**config.mk**
```make
export PLATFORM = sky130hd
export DESIGN_NAME = susp_duty_ctrl
export DESIGN_NICKNAME = d
export VERILOG_FILES = /design/src/rtl/susp_pkg.sv /design/src/rtl/susp_regs.sv /design/src/rtl/susp_tick.sv /design/src/rtl/susp_speedup.sv /design/src/rtl/susp_phase.sv /design/src/rtl/susp_duty_ctrl.sv
export SDC_FILE = /design/constraint.sdc
export NUM_CORES = 1
export LEC_CHECK = 0
export BUFFER_PORTS_ARGS = -buffer_cell sky130_fd_sc_hd__clkbuf_2
export CORE_MARGIN = 5
export CORE_UTILIZATION = 40
export CTS_CLUSTER_SIZE = 10
export DETAILED_ROUTE_END_ITERATION = 8
export HOLD_SLACK_MARGIN = 0.15
export SKIP_CTS_REPAIR_TIMING = 1
export SYNTH_ARGS = -nofsm -noshare
export SYNTH_HDL_FRONTEND = slang
export SYNTH_HIERARCHICAL = 1
export SYNTH_SLANG_ARGS = --single-unit
```
**constraint.sdc**
```tcl
create_clock -name clk -period 4.63 [get_ports clk]
set_clock_uncertainty 0.1 [all_clocks]
set_input_delay 0.6945 -clock clk [delete_from_list [all_inputs] [get_ports clk]]
set_output_delay 0.6945 -clock clk [all_outputs]
set_load 0.05 [all_outputs]
```
**src/rtl/susp_pkg.sv**
```systemverilog
`timescale 1ns/1ps
package susp_pkg;
    localparam int ADDR_W = 3;
    localparam int CFG_EN    = 0;
    localparam int PM_GLOBAL = 0;
    localparam int PM_IRQ    = 3;
    localparam int PM_VID    = 4;

    typedef enum logic [ADDR_W-1:0] {
        A_OFF  = 3'd0,
        A_ON   = 3'd1,
        A_CFG  = 3'd2,
        A_PMEN = 3'd3,
        A_IRQT = 3'd4,
        A_VIDT = 3'd5
    } reg_addr_e;

    typedef enum logic {PH_ON = 1'b0, PH_OFF = 1'b1} phase_e;

    typedef struct packed {
        logic [7:0] off_cnt;
        logic [7:0] on_cnt;
        logic [7:0] cfg;
        logic [7:0] pmen;
        logic [7:0] irq_dur;
        logic [7:0] vid_dur;
    } regs_t;
endpackage

```
**src/rtl/susp_regs.sv**
```systemverilog
`timescale 1ns/1ps
module susp_regs
    import susp_pkg::*;
(
    input  logic              clk,
    input  logic              rst_n,
    input  logic              we,
    input  logic [ADDR_W-1:0] addr,
    input  logic [7:0]        wdata,
    output logic [7:0]        rdata,
    output regs_t             regs
);
    regs_t regs_d, regs_q;

    always_comb begin
        regs_d = regs_q;
        if (we) begin
            case (addr)
                A_OFF:   regs_d.off_cnt = wdata;
                A_ON:    regs_d.on_cnt  = wdata;
                A_CFG:   regs_d.cfg     = wdata;
                A_PMEN:  regs_d.pmen    = wdata;
                A_IRQT:  regs_d.irq_dur = wdata;
                A_VIDT:  regs_d.vid_dur = wdata;
                default: ;
            endcase
        end
    end

    always_comb begin
        case (addr)
            A_OFF:   rdata = regs_q.off_cnt;
            A_ON:    rdata = regs_q.on_cnt;
            A_CFG:   rdata = regs_q.cfg;
            A_PMEN:  rdata = regs_q.pmen;
            A_IRQT:  rdata = regs_q.irq_dur;
            A_VIDT:  rdata = regs_q.vid_dur;
            default: rdata = 8'h00;
        endcase
    end

    always_ff @(posedge clk or negedge rst_n) begin
        if (!rst_n) regs_q <= '0;
        else        regs_q <= regs_d;
    end

    assign regs = regs_q;

    AST_WRITE_LANDS: assert property (@(posedge clk) disable iff (!rst_n)
        (we && addr == A_ON) |=> (regs_q.on_cnt == $past(wdata)));
endmodule

```
**src/rtl/susp_tick.sv**
```systemverilog
`timescale 1ns/1ps
module susp_tick #(
    parameter int CLK_PER_UNIT = 1600,
    parameter int UNITS_PER_MS = 31
) (
    input  logic clk,
    input  logic rst_n,
    output logic unit_tick,
    output logic ms_tick
);
    localparam int PRE_W = (CLK_PER_UNIT > 1) ? $clog2(CLK_PER_UNIT) : 1;
    localparam int MSC_W = (UNITS_PER_MS > 1) ? $clog2(UNITS_PER_MS) : 1;
    localparam logic [PRE_W-1:0] PRE_LAST = PRE_W'(CLK_PER_UNIT - 1);
    localparam logic [MSC_W-1:0] MSC_LAST = MSC_W'(UNITS_PER_MS - 1);

    typedef struct packed {
        logic [PRE_W-1:0] pre;
        logic [MSC_W-1:0] msc;
        logic             unit;
        logic             ms;
    } tick_t;

    tick_t d, q;

    always_comb begin
        d = q;
        d.unit = 1'b0;
        d.ms   = 1'b0;
        if (q.pre == PRE_LAST) begin
            d.pre  = '0;
            d.unit = 1'b1;
            if (q.msc == MSC_LAST) begin
                d.msc = '0;
                d.ms  = 1'b1;
            end else begin
                d.msc = q.msc + 1'b1;
            end
        end else begin
            d.pre = q.pre + 1'b1;
        end
    end

    always_ff @(posedge clk or negedge rst_n) begin
        if (!rst_n) q <= '0;
        else        q <= d;
    end

    assign unit_tick = q.unit;
    assign ms_tick   = q.ms;

    AST_MS_ON_UNIT: assert property (@(posedge clk) disable iff (!rst_n)
        ms_tick |-> unit_tick);
endmodule

```
**src/rtl/susp_speedup.sv**
```systemverilog
`timescale 1ns/1ps
module susp_speedup (
    input  logic       clk,
    input  logic       rst_n,
    input  logic       evt,
    input  logic       en,
    input  logic [7:0] dur,
    input  logic       ms_tick,
    output logic       hold
);
    typedef struct packed {
        logic [7:0] tmr;
    } spd_t;

    spd_t d, q;

    always_comb begin
        d = q;
        if (evt && en)
            d.tmr = dur;
        else if (ms_tick && q.tmr != 8'd0)
            d.tmr = q.tmr - 8'd1;
    end

    always_ff @(posedge clk or negedge rst_n) begin
        if (!rst_n) q <= '0;
        else        q <= d;
    end

    assign hold = (q.tmr != 8'd0);

    AST_TMR_RESTART: assert property (@(posedge clk) disable iff (!rst_n)
        (evt && en) |=> (q.tmr == $past(dur)));
    AST_TMR_IGNORE: assert property (@(posedge clk) disable iff (!rst_n)
        (evt && !en && q.tmr == 8'd0) |=> (q.tmr == 8'd0));
endmodule

```
**src/rtl/susp_phase.sv**
```systemverilog
`timescale 1ns/1ps
module susp_phase
    import susp_pkg::*;
(
    input  logic       clk,
    input  logic       rst_n,
    input  logic       run,
    input  logic       hold,
    input  logic       unit_tick,
    input  logic [7:0] on_reg,
    input  logic [7:0] off_reg,
    output logic       susp_act
);
    typedef struct packed {
        phase_e     ph;
        logic [7:0] cnt;
        logic [7:0] on_len;
        logic [7:0] off_len;
    } ph_t;

    ph_t d, q;
    logic [7:0] cur_len;
    logic       boundary;

    always_comb begin
        d = q;
        cur_len  = (q.ph == PH_ON) ? q.on_len : q.off_len;
        boundary = (cur_len == 8'd0) ||
                   (({1'b0, q.cnt} + 9'd1) >= {1'b0, cur_len});
        if (!run) begin
            d.ph      = PH_ON;
            d.cnt     = 8'd0;
            d.on_len  = on_reg;
            d.off_len = off_reg;
        end else if (!hold && unit_tick) begin
            if (boundary) begin
                d.cnt     = 8'd0;
                d.on_len  = on_reg;
                d.off_len = off_reg;
                if (q.ph == PH_ON)
                    d.ph = (off_reg != 8'd0) ? PH_OFF :
                           ((on_reg != 8'd0) ? PH_ON : PH_OFF);
                else
                    d.ph = (on_reg != 8'd0) ? PH_ON : PH_OFF;
            end else begin
                d.cnt = q.cnt + 8'd1;
            end
        end
    end

    always_ff @(posedge clk or negedge rst_n) begin
        if (!rst_n) q <= '{ph: PH_ON, cnt: 8'd0, on_len: 8'd0, off_len: 8'd0};
        else        q <= d;
    end

    assign susp_act = run && !hold && (q.ph == PH_ON) && (q.on_len != 8'd0);

    AST_CNT_RANGE: assert property (@(posedge clk) disable iff (!rst_n)
        (run && q.ph == PH_ON && q.on_len != 8'd0) |-> (q.cnt < q.on_len));
    AST_HOLD_FREEZE: assert property (@(posedge clk) disable iff (!rst_n)
        (run && hold) |=> (!run || q.cnt == $past(q.cnt)));
    AST_LEN_KEPT: assert property (@(posedge clk) disable iff (!rst_n)
        (run && !unit_tick) |=> (!run || q.on_len == $past(q.on_len)));
endmodule

```
**src/rtl/susp_duty_ctrl.sv**
```systemverilog
`timescale 1ns/1ps
module susp_duty_ctrl
    import susp_pkg::*;
#(
    parameter int CLK_PER_UNIT = 1600,
    parameter int UNITS_PER_MS = 31
) (
    input  logic       clk,
    input  logic       rst_n,
    input  logic       bus_we,
    input  logic [2:0] bus_addr,
    input  logic [7:0] bus_wdata,
    output logic [7:0] bus_rdata,
    input  logic       irq_evt,
    input  logic       vid_evt,
    output logic       susp_n
);
    regs_t regs;
    logic  unit_tick, ms_tick;
    logic  irq_hold, vid_hold, run, susp_act;
    logic  unused_bits;

    susp_regs u_regs (
        .clk(clk), .rst_n(rst_n), .we(bus_we), .addr(bus_addr),
        .wdata(bus_wdata), .rdata(bus_rdata), .regs(regs)
    );

    susp_tick #(.CLK_PER_UNIT(CLK_PER_UNIT), .UNITS_PER_MS(UNITS_PER_MS)) u_tick (
        .clk(clk), .rst_n(rst_n), .unit_tick(unit_tick), .ms_tick(ms_tick)
    );

    susp_speedup u_irq_spd (
        .clk(clk), .rst_n(rst_n), .evt(irq_evt), .en(regs.pmen[PM_IRQ]),
        .dur(regs.irq_dur), .ms_tick(ms_tick), .hold(irq_hold)
    );

    susp_speedup u_vid_spd (
        .clk(clk), .rst_n(rst_n), .evt(vid_evt), .en(regs.pmen[PM_VID]),
        .dur(regs.vid_dur), .ms_tick(ms_tick), .hold(vid_hold)
    );

    assign run = regs.cfg[CFG_EN] && regs.pmen[PM_GLOBAL];

    susp_phase u_phase (
        .clk(clk), .rst_n(rst_n), .run(run), .hold(irq_hold || vid_hold),
        .unit_tick(unit_tick), .on_reg(regs.on_cnt), .off_reg(regs.off_cnt),
        .susp_act(susp_act)
    );

    assign susp_n = !susp_act;
    assign unused_bits = ^{regs.cfg[7:1], regs.pmen[7:5], regs.pmen[2:1]};

    AST_IDLE_HIGH: assert property (@(posedge clk) disable iff (!rst_n)
        !(regs.cfg[CFG_EN] && regs.pmen[PM_GLOBAL]) |-> susp_n);
    AST_SPEEDUP_HIGH: assert property (@(posedge clk) disable iff (!rst_n)
        (irq_hold || vid_hold) |-> susp_n);
    AST_ZERO_ON_HIGH: assert property (@(posedge clk) disable iff (!rst_n)
        (regs.on_cnt == 8'd0 && $stable(regs.on_cnt) && !run) |=> susp_n);
endmodule

```
==> results.ini, run 1 <==
[global_routing]
use_met3_pct = 3.751
grt_use_met1_pct = 20.22
grt_pass1_wl_mm = 20.27
overflow = 0
grt_pass1_vias = 3954
grt_usage_pct = 15.28
antenna_found_initial = 0
grt_start_max_net_pins = 78
grt-busiest-layer = met2
use_met2_pct = 24.66

[sta]
tightest_slew_ns = 1.032
setup_ws_ns = 1.322
setup_viol = 0
hold_viol = 0
slew_viol_final = 0
timing.final.crit_share_pct = 71.44
slew_headroom_pct = 31.06
rsz0062_at_grt = false
period_minus_slack_ns = 3.308
fin_tns_setup_ns = 0
fmax_mhz = 302.3

[placed_design]
place_congestion = 0.8433
dp_slack_ns = 1.317
hpwl_mm = 8.772
place.port_buffers = 24

[setup_path]
worst_path_most_repeated_cell = ha_1
arrival_ns = 3.44
critPathBufInv = 0
startpoint_type = register
r2r_slack_ns = 1.32
r2r-start = u_phase/q[16]
crit_slowest_cell = and2b_1
cp_max_fo = 17
critPathKind = reg -> reg
required_ns = 4.76
critPathCapture = u_phase/q[11]
endpoint_kind = register
timing.rr.end = u_phase/q[11]
cp-startpoint = u_phase/q[16]
worstRegToRegCells = 10
worstSetupPathDepth = 10
crit_family = simple AND/OR/NAND/NOR gates
critPathMaxStageDelay_ns = 0.47
path_cells = ha_1 -> nand4_1 -> xnor2_1 -> ha_1 -> a211oi_1 -> nand2_1 -> a31oi_1 -> o221ai_4 -> and2b_1 -> mux2_1

[final_layout]
drive_gt1_share_pct = 22.87
layout_commonest_cell = dfrtp_1
area_delta_synth_final_pct = 9.862
diodes = 0
final_cell_mix = 107 x dfrtp_1, 55 x mux2_2, 45 x nand2_1, 29 x nor2_1, 23 x clkbuf_2
finalNetCount = 554
fill_cells = 1297

[drt]
drtIter0Drc = 226
drtPass1Iterations = 4
vias = 3878
wl_per_cell_um = 16.97
drc = 0
wirelength_mm = 12.03
via_per_inst = 5.470
ant_nets = 0

[synth]
ys_seq_area_share_pct = 46.90
syn-num-nets = 532
avgSynthCellArea_um2 = 11.37
synth_seq_cells = 107
netlist_area_um2 = 5709
async_flop_share_pct = 100.0
yosysUniqueCellTypes = 68
synth-edff-count = 0
ys.flop_type = dfrtp_1
synth_cells = 502
ys_warn_count = 6

[cts]
cts_buffers = 9
cts_tree = built
clkLatencyLatePin_ns = 0.35
cts-root-buf = clkbuf_16
path_clk_slew_ns = 0.07
clkSinkCount = 107
htreeDepth = 3
cts_max_path_buffers = 2

[die]
die_w_um = 129.5
core-area_um2 = 13930
rows = 43
dieArea_um2 = 16760
dieHeight_um = 129.5
start_util_pct = 40.97
top_level_ports = 25

[run]
max_cap_violations = 0

[power_and_ir_drop]
p_per_area_nw_per_um2 = 463.1
peakVddDrop_mv = 0.2328
p_leak_nw = 2.656

[min_path]
hold_path.class = reg -> reg

[status]
outcome = completed

[cell families after synthesis]
logic type	share of synthesized area [%]
AOI/OAI and AO/OA	10.28
xor gates and xnor gates	2.301
adders and majority gates	3.068
buffers and inverters	2.827
DFF	46.90
muxes	18.28
and+or+nand+nor	16.35
[worst min path at each step]
| stage | end | depth (start not counted) | from | slack [ns] |
|---|---|---|---|---|
| after floorplan | u_irq_spd/q[0] | 0 | rst_n | 0.30 |
| after global placement | u_tick/q[7] | 1 | u_tick/q[7] | 0.34 |
| after detailed placement | u_tick/q[7] | 1 | u_tick/q[7] | 0.35 |
| after CTS | u_tick/q[7] | 1 | u_tick/q[7] | 0.36 |
| after global routing | u_tick/q[7] | 1 | u_tick/q[7] | 0.38 |
| final | u_tick/q[7] | 1 | u_tick/q[7] | 0.36 |
[sequential cells by signal, indices dropped and copies added, names as in the netlist]
signal and count:
u_tick/ms_tick 1, u_irq_spd/q 8, u_vid_spd/q 8, u_phase/q 25
u_tick/q 16, u_tick/unit_tick 1, u_regs/regs 48
[cell type report]
class	instances	area [um^2]	share of cell area, %
Inverter	16	65.06	1.037
Clock buffer	11	242.7	3.870
Tap cell	180	225.2	3.591
Multi-Input combinational cell	365	2870	45.76
Sequential cell	107	2678	42.69
Timing Repair Buffer	25	130.1	2.075
Clock inverter	5	61.31	0.9775
[power breakdown]
| group | switching, mW | internal [mW] | leakage (nW) |
|---|---|---|---|
| Sequential | 0.244 | 1.16 | 1.32 |
| Clock | 0.345 | 0.436 | 0.138 |
| Combinational | 0.385 | 0.340 | 1.20 |
| Total | 0.974 | 1.93 | 2.66 |
[cell usage after synthesis, types with 4 or more instances]
cell	instances	area share (%)
mux2_2	55	11
nor2b_1	5	0.55
a21oi_1	18	1.6
nand4_1	5	0.55
nor3_1	4	0.35
inv_1	14	0.92
and2_1	6	0.66
o21ai_1	15	1.3
xnor2_1	12	1.8
nor2_1	29	1.9
o21ai_0	14	1.2
mux2_1	17	3.4
nand2b_1	5	0.55
a21o_1	4	0.53
buf_2	5	0.44
a221oi_1	4	0.61
a31oi_1	11	1.2
ha_1	14	3.1
dfrtp_1	107	47
mux2i_1	21	3.7
nand2_1	45	3.0
nand3_1	14	1.2
nor4_1	6	0.66
[through the flow]
step / cells / hold WS (ns) / util (%) / area, um^2 / total power, mW
after global routing: 709 / 0.3770 / 45.01 / 6272 / 3.095
after detailed placement: 693 / 0.3497 / 42.83 / 5968 / 2.145
final: 709 / 0.3570 / 45.01 / 6272 / 2.905
after global placement: 693 / 0.3446 / 42.83 / 5968 / 2.111
after CTS: 709 / 0.3617 / 45.01 / 6272 / 2.944
after floorplan: 502 / 0.2989 / - / 5709 / 1.940
[metal layers]
metal / part of all wire, % / wire, um / vias up
met5: 0 / 0 / -
met4: 1.8 / 219 / 0
met3: 4.2 / 503 / 17
met2: 48 / 5763 / 56
met1: 46 / 5543 / 1929
li1: - / - / 1876
No activity file was read; power rests on OpenSTA's default activity.
==> run 2, diff against run 1 <==
Clock period 4.63 ns to 3.3 ns, I/O delays scaled along.
==> results.ini, run 2 (same netlist as run 1, synthesis figures left out) <==
[sta]
setup_viol = 0
slew_headroom_pct = 52.30
hold_viol = 0
slew_viol_final = 0
fmax_mhz = 326.4
tightest_slew_ns = 0.7154
rsz0062_at_grt = false
period_minus_slack_ns = 3.064
timing.final.crit_share_pct = 92.85

[min_path]
hold_path.class = reg -> reg
hold_start = u_tick/q[7]

[global_routing]
grt_pass1_wl_mm = 20.34
antenna_found_initial = 0
overflow = 0
grt_usage_pct = 15.50
grt_pass1_vias = 3936
grt_start_max_net_pins = 55

[final_layout]
fill_cells = 1285
final_cell_mix = 107 x dfrtp_1, 55 x mux2_2, 45 x nand2_1, 29 x nor2_1, 23 x clkbuf_2
layout_commonest_cell = dfrtp_1
diodes = 0
largest_reg_flops = 48
drive_gt1_share_pct = 23.78
layout.cells.non_filler = 714
finalNetCount = 561
area_delta_synth_final_pct = 10.80

[power_and_ir_drop]
power_mw = 4.069
switching_share_pct = 33.47
seqPwrFrac_pct = 47.9
pwr-share-comb_pct = 26.1
power_switching_mw = 1.362
p_int_mw = 2.707
clkPwrFrac_pct = 26.1
peakVddDrop_mv = 0.2843
p_per_area_nw_per_um2 = 643.3
p_leak_nw = 2.699

[die]
dieHeight_um = 129.5
top_level_ports = 25
core-area_um2 = 13930
dieArea_um2 = 16760
rows = 43
start_util_pct = 40.97
die_w_um = 129.5

[cts]
htreeDepth = 3
cts_max_path_buffers = 2
clkLatencyLatePin_ns = 0.35
cts-root-buf = clkbuf_16
clkSinkCount = 107
cts_tree = built
cts_buffers = 9
path_clk_slew_ns = 0.07

[placed_design]
place_congestion = 0.8538
dp.cells = 699
hpwl_mm = 8.985
place.port_buffers = 24

[status]
outcome = completed

[setup_path]
arrival_ns = 3.19
r2r-start = u_phase/q[16]
critPathKind = reg -> reg
required_ns = 3.43
cp_max_fo = 17
cp-startpoint = u_phase/q[16]
endpoint_kind = register
startpoint_type = register

[drt]
drtPass1Iterations = 4
wl_per_cell_um = 16.99
wirelength_mm = 12.13
drc = 0
drtIter0Drc = 228
ant_nets = 0
via_per_inst = 5.511
vias = 3935

[run]
max_cap_violations = 0

## run 2: metal layers
layer | wire (um) | vias up | GRT usage, % | share of wire, %
met5 | 0 | - | 0 | 0
met4 | 297 | 0 | 6.663 | 2.4
met3 | 524 | 23 | 3.174 | 4.3
met2 | 5562 | 63 | 23.35 | 46
met1 | 5749 | 1959 | 21.77 | 47
li1 | - | 1890 | - | -
## run 2: final cells by class
cell class                      count  area (um^2)  area share (%)
Inverter                           16        65.06           1.028
Clock buffer                        9        225.2           3.560
Tap cell                          180        225.2           3.560
Sequential cell                   107         2678           42.33
Timing Repair Buffer               32        197.7           3.125
Multi-Input combinational cell    365         2873           45.41
Clock inverter                      5        62.56          0.9889
## run 2: power groups by stage
| stage | registers (mW) | logic [mW] | clock network, mW |
|---|---|---|---|
| after global routing | 1.99 | 1.19 | 1.15 |
| after CTS | 1.95 | 1.07 | 1.11 |
| after detailed placement | 1.97 | 1.06 | 0 |
| after global placement | 1.96 | 1.03 | 0 |
| after floorplan | 1.86 | 0.862 | 0 |
| final | 1.95 | 1.06 | 1.06 |
## run 2: final timing paths
kind                                  end  slack, ns  cells past startpoint
min                           u_tick/q[7]       0.37                      1
max reg2reg                  u_phase/q[7]       0.24                     10
max in group asynchronous     u_tick/q[8]       1.78                      3
max                          u_phase/q[7]       0.24                     10
min reg2reg                   u_tick/q[7]       0.37                      1
min in group asynchronous  u_irq_spd/q[4]       0.64                      2
## run 2: metrics by stage
step	hold slack (ns)	worst slack, ns	util (%)	TNS [ns]	instance area (um^2)
after floorplan	0.09941	0.4016	-	0	5709
final	0.3662	0.2361	45.40	0	6326
after detailed placement	0.3657	0.01058	43.24	0	6026
after global routing	0.3713	0.04741	45.40	0	6326
after global placement	0.3428	0.1407	43.24	0	6026
after CTS	0.1099	-0.007065	45.31	-0.007065	6314
## run 2: critical path, stage by stage (launching register included)
cell and delay, ns:
dfrtp_1 0.43, ha_1 0.29, nand4_1 0.14, xnor2_1 0.24, ha_1 0.30, a211oi_1 0.24, nand2_1 0.08, a31oi_1 0.25
o221ai_4 0.22, and2b_4 0.31, mux2_1 0.34
==> run 3, diff against run 2 <==
Settings changed: CORE_UTILIZATION 40 to 55, PLACE_DENSITY from default to 0.72.
==> results.ini, run 3 (same netlist as run 1, synthesis figures left out) <==
[final_layout]
drive_gt1_share_pct = 23.68
area_delta_synth_final_pct = 8.284
fill_cells = 859
final_cell_mix = 107 x dfrtp_1, 55 x mux2_2, 45 x nand2_1, 29 x nor2_1, 23 x clkbuf_2
diodes = 0
largest_reg_flops = 48
utilization_pct = 60.43
finalNetCount = 559
design_area_um2 = 6182
layout_commonest_cell = dfrtp_1

[power_and_ir_drop]
switching_share_pct = 34.06
power_mw = 3.880
power_switching_mw = 1.321
p_leak_nw = 2.658
pwr-share-comb_pct = 27.3
p_per_area_nw_per_um2 = 627.6
clkPwrFrac_pct = 22.5
p_int_mw = 2.558
seqPwrFrac_pct = 50.3
peakVddDrop_mv = 0.3384

[drt]
drtIter0Drc = 227
drtPass1Iterations = 5
ant_nets = 0
via_per_inst = 5.855
vias = 3911
drc = 0
wl_per_cell_um = 17.33
wirelength_mm = 11.58

[die]
top_level_ports = 25
start_util_pct = 55.80
core-area_um2 = 10230
rows = 37
dieArea_um2 = 12520
die_w_um = 111.9
dieHeight_um = 111.9

[cts]
cts_max_path_buffers = 2
htreeDepth = 3
cts-root-buf = clkbuf_8
cts_tree = built
clkSinkCount = 107
clkLatencyLatePin_ns = 0.38
cts_buffers = 9
path_clk_slew_ns = 0.10

[setup_path]
cp_max_fo = 17
crit_slowest_cell = dfrtp_1
crit_family = compound AO/OA/AOI/OAI gates
timing.rr.end = u_phase/q[7]
critPathMaxStageDelay_ns = 0.45
arrival_ns = 3.25
worstSetupPathDepth = 10
critPathBufInv = 0
path_cells = ha_1 -> nand4_1 -> xnor2_1 -> ha_1 -> a211oi_1 -> nand2_1 -> a31oi_1 -> o221ai_4 -> and2b_4 -> mux2_1
r2r_slack_ns = 0.21
cp-startpoint = u_phase/q[16]
startpoint_type = register
critPathKind = reg -> reg
critPathCapture = u_phase/q[7]
r2r-start = u_phase/q[16]
endpoint_kind = register
worstRegToRegCells = 10
required_ns = 3.46
worst_path_most_repeated_cell = ha_1

[global_routing]
grt_pass1_vias = 3938
grt_start_max_net_pins = 63
grt_pass1_wl_mm = 19.68
grt_usage_pct = 19.48
antenna_found_initial = 0
overflow = 0

[sta]
period_minus_slack_ns = 3.093
hold_viol = 0
slew_viol_final = 0
setup_viol = 0
fin_tns_setup_ns = 0
tightest_slew_ns = 0.6887
timing.final.crit_share_pct = 93.71
rsz0062_at_grt = false
slew_headroom_pct = 54.09
setup_ws_ns = 0.2075
fmax_mhz = 323.4

[placed_design]
place_congestion = 0.8577
place.port_buffers = 24
placed_cell_area_um2 = 5956
hpwl_mm = 8.515
dp_slack_ns = -0.006934

[status]
outcome = completed

[run]
max_cap_violations = 0

[min_path]
hold_path.class = in -> reg

-- run 3: changes by cell type in the layout (fill, tap and decap cells not counted) --
cell	change
clkbuf_8	+10
clkbuf_16	-9
buf_4	-2
bufinv_16	+1
clkinvlp_4	-1
inv_8	-1
nor2b_1	-1
nor2b_2	+1
-- run 3: per-layer routing --
layer | up-vias | global-route usage (%) | part of all wire, %
met5 | - | 0 | 0
met4 | 0 | 4.380 | 0.98
met3 | 11 | 6.576 | 5.9
met2 | 79 | 30.74 | 48
met1 | 1938 | 26.25 | 46
li1 | 1883 | - | -
-- run 3: final cells by class --
class	instances	area [um^2]	share of cell area (%)
well taps	136	170.2	2.752
clock inverters	4	73.82	1.194
inverters	16	65.06	1.052
multi-input cells	365	2875	46.51
clock buffers	10	137.6	2.226
flip-flops and latches	107	2678	43.31
repair buffers	30	182.7	2.955
-- run 3: worst min-delay path by stage --
| stage | start | end | slack, ns | cells after the start |
|---|---|---|---|---|
| finish | bus_wdata[6] | u_regs/regs[38] | 0.34 | 2 |
| floorplan | rst_n | u_irq_spd/q[0] | 0.1 | 0 |
| global route | bus_wdata[0] | u_regs/regs[16] | 0.32 | 2 |
| detailed placement | u_tick/q[7] | u_tick/q[7] | 0.35 | 1 |
| global placement | u_tick/q[7] | u_tick/q[7] | 0.35 | 1 |
| CTS | rst_n | u_regs/regs[13] | 0.01 | 1 |
-- run 3: metrics by stage --
step           std cells  hold slack [ns]
3_3_place_gp         653           0.3458
5_1_grt              668           0.3159
3_5_place_dp         653           0.3476
4_1_cts              667          0.01251
6_report             668           0.3420
2_1_floorplan        502          0.09941
-- run 3: power groups by stage --
| stage | clock network (mW) | logic (mW) | registers (mW) |
|---|---|---|---|
| floorplan | 0 | 0.862 | 1.86 |
| global placement | 0 | 1.01 | 1.95 |
| detailed placement | 0 | 1.06 | 1.97 |
| CTS | 0.903 | 1.06 | 1.94 |
| global route | 0.954 | 1.18 | 2.00 |
| finish | 0.872 | 1.06 | 1.95 |
